**src/rtl/hub_pkg.sv**
```systemverilog
package hub_pkg;

    typedef enum logic [2:0] {
        RG_NONE  = 3'd0,
        RG_ROM   = 3'd1,
        RG_CRAM  = 3'd2,
        RG_BANK0 = 3'd3,
        RG_BANK1 = 3'd4,
        RG_REG   = 3'd5
    } region_e;

    localparam logic [1:0] SZ_BYTE = 2'd0;
    localparam logic [1:0] SZ_HALF = 2'd1;
    localparam logic [1:0] SZ_WORD = 2'd2;

    localparam logic [2:0] RIX_STATUS = 3'd0;
    localparam logic [2:0] RIX_CFG    = 3'd1;
    localparam logic [2:0] RIX_CAUSE  = 3'd2;
    localparam logic [2:0] RIX_CLK    = 3'd3;
    localparam logic [2:0] RIX_CMD    = 3'd4;
    localparam logic [2:0] RIX_MIRROR = 3'd5;

    // big-endian lane mask: mask bit 3 selects data bits 31:24
    function automatic logic [3:0] lane_mask(input logic [1:0] sz, input logic [1:0] ofs);
        logic [3:0] m;
        case (sz)
            SZ_BYTE: m = 4'b1000 >> ofs;
            SZ_HALF: m = ofs[1] ? 4'b0011 : 4'b1100;
            default: m = 4'b1111;
        endcase
        return m;
    endfunction

    function automatic logic [31:0] lane_wdata(input logic [1:0] sz, input logic [31:0] d);
        logic [31:0] r;
        case (sz)
            SZ_BYTE: r = {4{d[7:0]}};
            SZ_HALF: r = {2{d[15:0]}};
            default: r = d;
        endcase
        return r;
    endfunction

    function automatic logic [31:0] lane_rdata(input logic [1:0] sz, input logic [1:0] ofs,
                                               input logic [31:0] w);
        logic [31:0] r;
        case (sz)
            SZ_BYTE: begin
                case (ofs)
                    2'd0:    r = {24'b0, w[31:24]};
                    2'd1:    r = {24'b0, w[23:16]};
                    2'd2:    r = {24'b0, w[15:8]};
                    default: r = {24'b0, w[7:0]};
                endcase
            end
            SZ_HALF: r = ofs[1] ? {16'b0, w[15:0]} : {16'b0, w[31:16]};
            default: r = w;
        endcase
        return r;
    endfunction

endpackage

```
**src/rtl/hub_decode.sv**
```systemverilog
module hub_decode
    import hub_pkg::*;
#(
    parameter int AW      = 24,
    parameter int REG_CNT = 6
) (
    input  logic [AW-1:0] addr,
    input  logic [1:0]    size,
    input  logic          we,
    output region_e       region,
    output logic [2:0]    reg_idx,
    output logic          err
);
    localparam int SEL_LO = AW - 4;

    logic [3:0] sel;
    logic       misal;
    logic       ro_wr;

    assign sel     = addr[AW-1:SEL_LO];
    assign reg_idx = addr[2:0];

    always_comb begin
        region = RG_NONE;
        case (sel)
            4'h0: if (addr[SEL_LO-1:15] == '0) region = RG_ROM;
            4'h1: if (!addr[SEL_LO-1]) region = RG_CRAM;
            4'h2: region = RG_BANK0;
            4'h3: region = RG_BANK1;
            4'h4: if (addr[SEL_LO-1:3] == '0 && 32'(addr[2:0]) < REG_CNT) region = RG_REG;
            default: region = RG_NONE;
        endcase
    end

    always_comb begin
        misal = 1'b0;
        if (region == RG_BANK0 || region == RG_BANK1) begin
            case (size)
                SZ_BYTE: misal = 1'b0;
                SZ_HALF: misal = addr[0];
                default: misal = (addr[1:0] != 2'b00);
            endcase
        end
    end

    assign ro_wr = we && ((region == RG_ROM) ||
                          (region == RG_REG && (reg_idx == RIX_STATUS || reg_idx == RIX_CAUSE)));

    assign err = (region == RG_NONE) || misal || ro_wr;

endmodule

```
**src/rtl/hub_regs.sv**
```systemverilog
module hub_regs
    import hub_pkg::*;
#(
    parameter int CFG_W    = 2,
    parameter int CLK_W    = 4,
    parameter int CMD_W    = 3,
    parameter int STAT_W   = 4,
    parameter int CAUSE_W  = 3
) (
    input  logic              clk,
    input  logic              rst_n,
    input  logic              wr_en,
    input  logic              rd_en,
    input  logic [2:0]        idx,
    input  logic [7:0]        wdata,
    input  logic [STAT_W-1:0] status_in,
    input  logic              done_in,
    input  logic              fault_in,
    input  logic              err_set,
    output logic [7:0]        rdata,
    output logic [CFG_W-1:0]  cfg_sel,
    output logic [CLK_W-1:0]  clk_prog,
    output logic [CMD_W-1:0]  cmd_pulse,
    output logic              mirror,
    output logic              irq
);
    localparam int C_DONE  = 0;
    localparam int C_ERR   = 1;
    localparam int C_FAULT = 2;

    typedef struct packed {
        logic [CFG_W-1:0]   cfg;
        logic [CLK_W-1:0]   clkp;
        logic [CMD_W-1:0]   cmd;
        logic               mir;
        logic [CAUSE_W-1:0] cause;
    } regs_t;

    regs_t r_q, r_d;

    always_comb begin
        logic [CAUSE_W-1:0] setv;
        r_d     = r_q;
        r_d.cmd = '0;
        setv    = '0;
        setv[C_DONE]  = done_in;
        setv[C_ERR]   = err_set;
        setv[C_FAULT] = fault_in;
        if (wr_en) begin
            case (idx)
                RIX_CFG:    r_d.cfg  = wdata[CFG_W-1:0];
                RIX_CLK:    r_d.clkp = wdata[CLK_W-1:0];
                RIX_CMD:    r_d.cmd  = wdata[CMD_W-1:0];
                RIX_MIRROR: r_d.mir  = wdata[0];
                default: ;
            endcase
        end
        if (rd_en && idx == RIX_CAUSE) r_d.cause = '0;
        r_d.cause = r_d.cause | setv;
    end

    always_ff @(posedge clk or negedge rst_n) begin
        if (!rst_n) r_q <= '0;
        else        r_q <= r_d;
    end

    always_comb begin
        rdata = '0;
        case (idx)
            RIX_STATUS: rdata = 8'(status_in);
            RIX_CFG:    rdata = 8'(r_q.cfg);
            RIX_CAUSE:  rdata = 8'(r_q.cause);
            default:    rdata = '0;
        endcase
    end

    assign cfg_sel   = r_q.cfg;
    assign clk_prog  = r_q.clkp;
    assign cmd_pulse = r_q.cmd;
    assign mirror    = r_q.mir;
    assign irq       = |r_q.cause;

    a_r8_cmd_single: assert property (@(posedge clk) disable iff (!rst_n)
        (cmd_pulse != '0) |=> (cmd_pulse == '0));
    a_r9_done_sets_irq: assert property (@(posedge clk) disable iff (!rst_n)
        done_in |=> irq);
    a_r9_fault_sets_irq: assert property (@(posedge clk) disable iff (!rst_n)
        fault_in |=> irq);

endmodule

```
**src/rtl/hub_bank_arb.sv**
```systemverilog
module hub_bank_arb #(
    parameter int AW = 18,
    parameter int DW = 32,
    localparam int BW = DW / 8
) (
    input  logic          clk,
    input  logic          rst_n,
    input  logic          core_run,
    input  logic          loc_req,
    input  logic          loc_we,
    input  logic [AW-1:0] loc_addr,
    input  logic [BW-1:0] loc_be,
    input  logic [DW-1:0] loc_wdata,
    output logic          loc_gnt,
    output logic          host_ok,
    input  logic          host_go,
    input  logic          host_we,
    input  logic [AW-1:0] host_addr,
    input  logic [BW-1:0] host_be,
    input  logic [DW-1:0] host_wdata,
    output logic          bank_en,
    output logic          bank_we,
    output logic [AW-1:0] bank_addr,
    output logic [BW-1:0] bank_be,
    output logic [DW-1:0] bank_wdata
);
    // local side owns the bank while running; otherwise the host wins
    assign host_ok = !(core_run && loc_req);
    assign loc_gnt = loc_req && !host_go;

    always_comb begin
        if (host_go) begin
            bank_en    = 1'b1;
            bank_we    = host_we;
            bank_addr  = host_addr;
            bank_be    = host_be;
            bank_wdata = host_wdata;
        end else begin
            bank_en    = loc_gnt;
            bank_we    = loc_gnt && loc_we;
            bank_addr  = loc_addr;
            bank_be    = loc_be;
            bank_wdata = loc_wdata;
        end
    end

    a_r2_host_write_has_lanes: assert property (@(posedge clk) disable iff (!rst_n)
        (host_go && host_we) |-> (bank_be != '0));

endmodule

```
**src/rtl/dual_bank_hub.sv**
```systemverilog
module dual_bank_hub
    import hub_pkg::*;
#(
    parameter int HAW     = 24,
    parameter int DW      = 32,
    parameter int NB      = 2,
    parameter int BANK_AW = 18,
    parameter int CRAM_AW = 19,
    parameter int ROM_AW  = 15,
    parameter int REG_CNT = 6,
    localparam int BW     = DW / 8
) (
    input  logic                  clk,
    input  logic                  rst_n,
    input  logic                  host_req,
    input  logic                  host_we,
    input  logic [1:0]            host_size,
    input  logic [HAW-1:0]        host_addr,
    input  logic [DW-1:0]         host_wdata,
    output logic                  host_ready,
    output logic [DW-1:0]         host_rdata,
    input  logic                  core_run,
    input  logic [NB-1:0]         loc_req,
    input  logic [NB-1:0]         loc_we,
    input  logic [NB*BANK_AW-1:0] loc_addr,
    input  logic [NB*BW-1:0]      loc_be,
    input  logic [NB*DW-1:0]      loc_wdata,
    output logic [NB-1:0]         loc_gnt,
    output logic [NB-1:0]         bank_en,
    output logic [NB-1:0]         bank_we,
    output logic [NB*BANK_AW-1:0] bank_addr,
    output logic [NB*BW-1:0]      bank_be,
    output logic [NB*DW-1:0]      bank_wdata,
    input  logic [NB*DW-1:0]      bank_rdata,
    output logic                  cram_en,
    output logic                  cram_we,
    output logic [CRAM_AW-1:0]    cram_addr,
    output logic [7:0]            cram_wdata,
    input  logic [7:0]            cram_rdata,
    output logic                  rom_en,
    output logic [ROM_AW-1:0]     rom_addr,
    input  logic [7:0]            rom_rdata,
    input  logic [3:0]            status_in,
    input  logic                  done_in,
    input  logic                  fault_in,
    output logic [1:0]            cfg_sel,
    output logic [3:0]            clk_prog,
    output logic [2:0]            cmd_pulse,
    output logic                  irq
);
    typedef struct packed {
        logic       busy;
        region_e    region;
        logic [1:0] ofs;
        logic [1:0] size;
        logic [7:0] hold;
    } host_st_t;

    host_st_t st_q, st_d;

    region_e    dec_region;
    logic [2:0] dec_idx;
    logic       dec_err;
    logic       mirror;
    logic [7:0] reg_rdata;
    logic       mirror_wr;
    logic [NB-1:0] use_bank, bank_ok;
    logic       banks_free;
    logic       issue;
    logic       reg_wr, reg_rd;
    logic [BW-1:0] h_be;
    logic [DW-1:0] h_wd;

    hub_decode #(.AW(HAW), .REG_CNT(REG_CNT)) u_decode (
        .addr    (host_addr),
        .size    (host_size),
        .we      (host_we),
        .region  (dec_region),
        .reg_idx (dec_idx),
        .err     (dec_err)
    );

    assign mirror_wr = mirror && host_we && !dec_err &&
                       (dec_region == RG_BANK0 || dec_region == RG_BANK1);

    assign use_bank[0] = !dec_err && (dec_region == RG_BANK0 || mirror_wr);
    assign use_bank[1] = !dec_err && (dec_region == RG_BANK1 || mirror_wr);

    assign banks_free = &(~use_bank | bank_ok);
    assign issue      = !st_q.busy && host_req && banks_free;

    assign reg_wr = issue && !dec_err && dec_region == RG_REG && host_we;
    assign reg_rd = issue && !dec_err && dec_region == RG_REG && !host_we;

    assign h_be = lane_mask(host_size, host_addr[1:0]);
    assign h_wd = lane_wdata(host_size, host_wdata);

    genvar b;
    generate
        for (b = 0; b < NB; b++) begin : g_bank
            hub_bank_arb #(.AW(BANK_AW), .DW(DW)) u_arb (
                .clk        (clk),
                .rst_n      (rst_n),
                .core_run   (core_run),
                .loc_req    (loc_req[b]),
                .loc_we     (loc_we[b]),
                .loc_addr   (loc_addr[b*BANK_AW +: BANK_AW]),
                .loc_be     (loc_be[b*BW +: BW]),
                .loc_wdata  (loc_wdata[b*DW +: DW]),
                .loc_gnt    (loc_gnt[b]),
                .host_ok    (bank_ok[b]),
                .host_go    (issue && use_bank[b]),
                .host_we    (host_we),
                .host_addr  (host_addr[BANK_AW+1:2]),
                .host_be    (h_be),
                .host_wdata (h_wd),
                .bank_en    (bank_en[b]),
                .bank_we    (bank_we[b]),
                .bank_addr  (bank_addr[b*BANK_AW +: BANK_AW]),
                .bank_be    (bank_be[b*BW +: BW]),
                .bank_wdata (bank_wdata[b*DW +: DW])
            );

            a_r5_local_priority: assert property (@(posedge clk) disable iff (!rst_n)
                (core_run && loc_req[b]) |-> loc_gnt[b]);
        end
    endgenerate

    hub_regs u_regs (
        .clk       (clk),
        .rst_n     (rst_n),
        .wr_en     (reg_wr),
        .rd_en     (reg_rd),
        .idx       (dec_idx),
        .wdata     (host_wdata[7:0]),
        .status_in (status_in),
        .done_in   (done_in),
        .fault_in  (fault_in),
        .err_set   (issue && dec_err),
        .rdata     (reg_rdata),
        .cfg_sel   (cfg_sel),
        .clk_prog  (clk_prog),
        .cmd_pulse (cmd_pulse),
        .mirror    (mirror),
        .irq       (irq)
    );

    assign rom_en     = issue && !dec_err && dec_region == RG_ROM;
    assign rom_addr   = host_addr[ROM_AW-1:0];
    assign cram_en    = issue && !dec_err && dec_region == RG_CRAM;
    assign cram_we    = cram_en && host_we;
    assign cram_addr  = host_addr[CRAM_AW-1:0];
    assign cram_wdata = host_wdata[7:0];

    always_comb begin
        st_d      = st_q;
        st_d.busy = 1'b0;
        if (issue) begin
            st_d.busy   = 1'b1;
            st_d.region = dec_err ? RG_NONE : dec_region;
            st_d.ofs    = host_addr[1:0];
            st_d.size   = host_size;
            st_d.hold   = (dec_err || dec_region != RG_REG) ? 8'h00 : reg_rdata;
        end
    end

    always_ff @(posedge clk or negedge rst_n) begin
        if (!rst_n) st_q <= '0;
        else        st_q <= st_d;
    end

    assign host_ready = st_q.busy;

    always_comb begin
        case (st_q.region)
            RG_BANK0: host_rdata = lane_rdata(st_q.size, st_q.ofs, bank_rdata[0 +: DW]);
            RG_BANK1: host_rdata = lane_rdata(st_q.size, st_q.ofs, bank_rdata[DW +: DW]);
            RG_ROM:   host_rdata = {{(DW-8){1'b0}}, rom_rdata};
            RG_CRAM:  host_rdata = {{(DW-8){1'b0}}, cram_rdata};
            default:  host_rdata = {{(DW-8){1'b0}}, st_q.hold};
        endcase
    end

    a_r1_ready_single: assert property (@(posedge clk) disable iff (!rst_n)
        host_ready |=> !host_ready);
    a_r4_mirror_pair: assert property (@(posedge clk) disable iff (!rst_n)
        (bank_en[0] && bank_we[0] && !loc_gnt[0] && mirror) |->
        (bank_en[1] && bank_we[1] && bank_wdata[0 +: DW] == bank_wdata[DW +: DW]));
    a_r10_err_no_memory: assert property (@(posedge clk) disable iff (!rst_n)
        (issue && dec_err) |-> (!rom_en && !cram_en && (bank_en & ~loc_gnt) == '0));

endmodule

```
**config.mk**
```make
export PLATFORM = sky130hd
export DESIGN_NAME = dual_bank_hub
export DESIGN_NICKNAME = d
export VERILOG_FILES = /design/src/rtl/hub_pkg.sv /design/src/rtl/hub_decode.sv /design/src/rtl/hub_regs.sv /design/src/rtl/hub_bank_arb.sv /design/src/rtl/dual_bank_hub.sv
export SDC_FILE = /design/constraint.sdc
export NUM_CORES = 1
export LEC_CHECK = 0
export BUFFER_PORTS_ARGS = -buffer_cell sky130_fd_sc_hd__buf_2
export CAP_MARGIN = 15
export CORE_AREA = 2 2 182 184
export CTS_CLUSTER_SIZE = 20
export DETAILED_ROUTE_END_ITERATION = 10
export DIE_AREA = 0 0 184 186
export MAX_ROUTING_LAYER = met4
export SLEW_MARGIN = 20
export SYNTH_ARGS = -nofsm -noshare
export SYNTH_HDL_FRONTEND = slang
export SYNTH_SLANG_ARGS = --single-unit
```
**constraint.sdc**
```tcl
create_clock -name clk -period 3.5 [get_ports clk]
set_clock_uncertainty 0.15 [all_clocks]
set_input_delay 0.7 -clock clk [delete_from_list [all_inputs] [get_ports clk]]
set_output_delay 0.7 -clock clk [all_outputs]
set_load 0.02 [all_outputs]
```
==> impl_summary.md <==
Cells and area
Once layout is complete, the utilization of the core stands at 28.3%. Relative to the synthesized area, the layout overhead comes to 93.7%. In the final layout, flip-flops and latches occupy about 630 sq um. The number of non-filler instances in the completed layout is between 1,500 and 2,000. The number of nets at the end of the flow is 1,354. The layout has between 3,000 and 4,000 filler cells. The fraction of layout instances using a drive strength above 1 is roughly 63%. The multi-input logic area is 4000 sq um.

Yosys
The number of warnings reported in the yosys synthesis log is 0. The synthesized area divided by synthesized cell count is roughly 7.3 sq um. Counting every net in the synthesized netlist gives around 910. Of the synthesized area, sequential elements account for a little over an eighth.

The synthesized design contains 0 enable-type register cells. The most common cell in the netlist is nand2_1. Ranked by total cell area, the synthesized netlist is headed by dfrtp_1 13%, mux2_1 11%, buf_4 11%. The most area-hungry cell type in the Yosys netlist is dfrtp_1. Ranked by instance count, the synthesized netlist is headed by 85 x nand2_1, 80 x o21ai_0, 66 x buf_4, 48 x mux2_1, 48 x nor2_1. The cell count after synthesis came out at between 600 and 700. The synthesized netlist contains 56 unique library cells.

Synthesis inferred 25 register bits. The most used flip-flop cell after synthesis is dfrtp_1. In this run the biggest area consumer among cell types represents approximately an eighth of the synthesized area. The proportion of synthesized flip-flops having asynchronous set or reset is between 90% and 100%.

The mapped netlist covers 4710 sq um.

GRT
The global-route usage over all layers is 17.0%. Summed over all layers, the global routing overflow is 0. The via count of the first global-routing pass is roughly 6,500. The pin count of the biggest net entering global routing is 40. The number of antenna violations at the first check in global routing is 10.

The first global-routing pass estimated approximately 42,000 microns of wire.

Drt
The detail route stage leaves a number of antenna-violating nets equal to 0. Across all layers, the routed design uses roughly 6,900 vias. After the first detailed-routing iteration, the DRC count stood at 330. The post-route DRC violation count is 0. The mean number of vias per cell is 4.58. The highest layer used for signal routing is met4. Summed over all nets, wire length on met3 after detailed routing comes to roughly 2400 microns.

After detailed routing, the total wire length is between 30,000 and 40,000 microns. The first-pass iteration count of the detailed router is 5. In the final routed layout, each cell accounts on average for 22.0 microns. Summed over all nets, wire length on met2 after detailed routing comes to around 17,000 microns. The wire length on met1 is ~13,000 microns.

STA
The worst-case headroom to the max-slew limit is between 50 and 60%. The hold slack is around 280 ps. Setup repair after global routing could not meet its margin everywhere. The post-route clock period utilization is 100%. The final max-slew violation count is 0. For this run, the top clock speed supported by timing is about 290 MHz.

The post-layout minimum cycle time is between 3000 and 4000 ps. Setup violations remaining at the end of the flow were counted as 3. The total negative slack is -5.12 ps. The measured slew at the worst slew-check pin is 646 ps.

The post-route worst setup slack is -1.98 ps. The count of final hold-check violations came to 0.

Die
For this design the top-level I/O count stands at 463. The overall die width is about 180 microns. The starting utilization of the core area is between 10% and 20%. The overall die area is between 30,000 and 40,000 sq um. From bottom edge to top edge, the die measures roughly 190 microns.

The row count is between 60 and 70. The core footprint is between 30,000 and 40,000 sq um.

Setup path
Walking the worst path, the cells encountered are buf_6 > or3b_4 > buf_6 > a211oi_4 > nor2_4 > o2111ai_4 > buf_12 > buf_16 > mux2_4 > buf_6. In this run the worst setup path begins at host_addr[23]. In this run the register-to-register setup slack is between 1000 and 1500 ps. The critical path contains buffers and inverters numbering 5 combined. The number of cells on the worst reg-to-reg path is 8. In this run the critical register-to-register path is launched from host_ready. Data on the critical path arrives at its endpoint at about 2700 ps.

The setup path with the least slack is of type input pin to output pin. The critical path runs through a total of 10 cells. The end point of the critical path is bank_addr[16]. The most repeated library cell on the critical path is buf_6.

The worst setup path is captured at an output pin. The largest stage delay on the critical path is 410 ps. On the critical path, the stage with the largest delay is an instance of or3b_4. Grouping stages by cell kind, the critical path spends the most delay in buffers and inverters. At the worst endpoint, the required time is ~2700 ps. The largest fanout on the critical path is 6. STA classifies the critical path startpoint as an input pin. In this run the critical register-to-register path is captured at st_q[3].

Power and ir drop
The leakage power is between 4 and 5 nW. The power density over the cells is roughly 180 nW/um^2. Across the VDD grid, the largest voltage drop is 0.118 mV.

Job
The count of max-cap constraint violations is 0.

Placement
The last weighted congestion value of the routability-driven placer is 0.853. After legalization and detailed placement, the total HPWL measured 25,100 microns. Including well taps, the total number of placed cells is 1,466.

OpenSTA, run right after detailed placement, puts the worst setup slack at -185 ps. Port buffering added 462 buffers.

Outcome
The final reports fail on setup timing. The run finished, with violations left.

CTS
TritonCTS built the clock tree. The H-tree depth reported by CTS is 1. The maximum number of buffers from clock root to sink is 2. The number of buffers created by CTS is 3.

The total clock sinks is 25. The clock root buffer is clkbuf_16. The clock transition at the register clock pins on the worst setup and hold paths after CTS is ~70 ps. The later pin in the worst-skew pair is clocked with a latency of 270 ps.

Hold path
The worst min-delay path category is input pin to asynchronous set/reset pin.
-- cell usage in the layout (no fill, tap or decap), types with 4 or more instances in the layout --
master	n
o22ai_1	13
buf_6	78
o221ai_1	4
nand2_4	9
a21oi_1	37
mux2_2	14
nor4_4	5
nand2_1	62
and2_1	10
buf_12	10
dfrtp_1	24
o21ai_0	30
nor2_1	47
o21ai_2	20
buf_4	82
mux2i_1	41
diode_2	9
o31ai_1	5
nand2_2	15
buf_16	5
nand3_1	5
mux2_4	39
o21ai_1	19
a211oi_1	8
a22oi_1	30
inv_1	12
o21ai_4	18
buf_2	364
nand2b_1	4
nor2b_1	7
mux2_1	10
clkbuf_16	9
-- worst min path at each step --
| stage | start | endpoint | slack (ps) |
|---|---|---|---|
| floorplan | rst_n | host_ready | 250 |
| global placement | st_q[2] | st_q[2] | 320 |
| global route | rst_n | u_regs.cmd_pulse[1] | 330 |
| CTS | rst_n | u_regs.cmd_pulse[1] | 300 |
| detailed placement | st_q[2] | st_q[2] | 320 |
| finish | rst_n | u_regs.cmd_pulse[1] | 280 |
-- registers in the layout (all words and copies together), names as in the netlist --
signal,cells
st_q,11
u_regs.clk_prog,4
u_regs.cmd_pulse,3
u_regs.r_q,3
u_regs.cfg_sel,2
host_ready,1
u_regs.mirror,1
-- worst register-to-register path, cell delays in order, from the launching register on --
cell and delay, ps:
dfrtp_1 370, inv_1 80, nand2_1 190, nor2_4 250, buf_4 140, buf_4 120, nand3b_1 140, or4b_1 540
o21ai_1 120
-- per-stage QoR --
step	power, mW	cell area (sq um)
2_1_floorplan	0.781	4710
3_3_place_gp	1.18	7340
3_5_place_dp	1.18	7340
4_1_cts	1.49	7890
5_1_grt	1.71	9120
6_report	1.62	9120
-- routing by layer --
layer | global-route usage, % | up-vias
li1 | - | 3194
met1 | 19.6 | 3312
met2 | 30.8 | 376
met3 | 2.95 | 33
met4 | 3.52 | 0
met5 | - | -
-- layout make-up --
cell class | instances | area share, %
repair buffers | 547 | 42.0
flip-flops and latches | 25 | 6.87
multi-input cells | 503 | 43.8
well taps | 408 | 5.60
diodes | 9 | 0.247
inverters | 13 | 0.535
clock buffers | 3 | 0.823
clock inverters | 1 | 0.0960
-- where the power goes --
group	internal [mW]	total, mW	switching, mW
sequential	0.297	0.311	0.0146
clock	0.158	0.272	0.114
combinational	0.450	1.03	0.584
-- logic make-up (layout without fill, tap and decap cells) --
| logic type | after synthesis | in the layout | synth area share (%) |
|---|---|---|---|
| AO/OA/AOI/OAI | 206 | 206 | 27.0 |
| buffers and inverters | 119 | 564 | 15.3 |
| flip-flops | 25 | 25 | 13.3 |
| multiplexers | 104 | 104 | 23.8 |
| other | 0 | 9 | 0 |
| AND/OR/NAND/NOR | 193 | 193 | 20.6 |
-- what timing repair did --
item                       4_1_cts  5_1_grt
setup endpoints to repair       96      116
gates resized for setup         93      293
pin swaps                        7       34
setup buffers                   11        5
gates cloned                     5        9
hold buffers                     0        0
No activity file was read; power rests on OpenSTA's default activity.
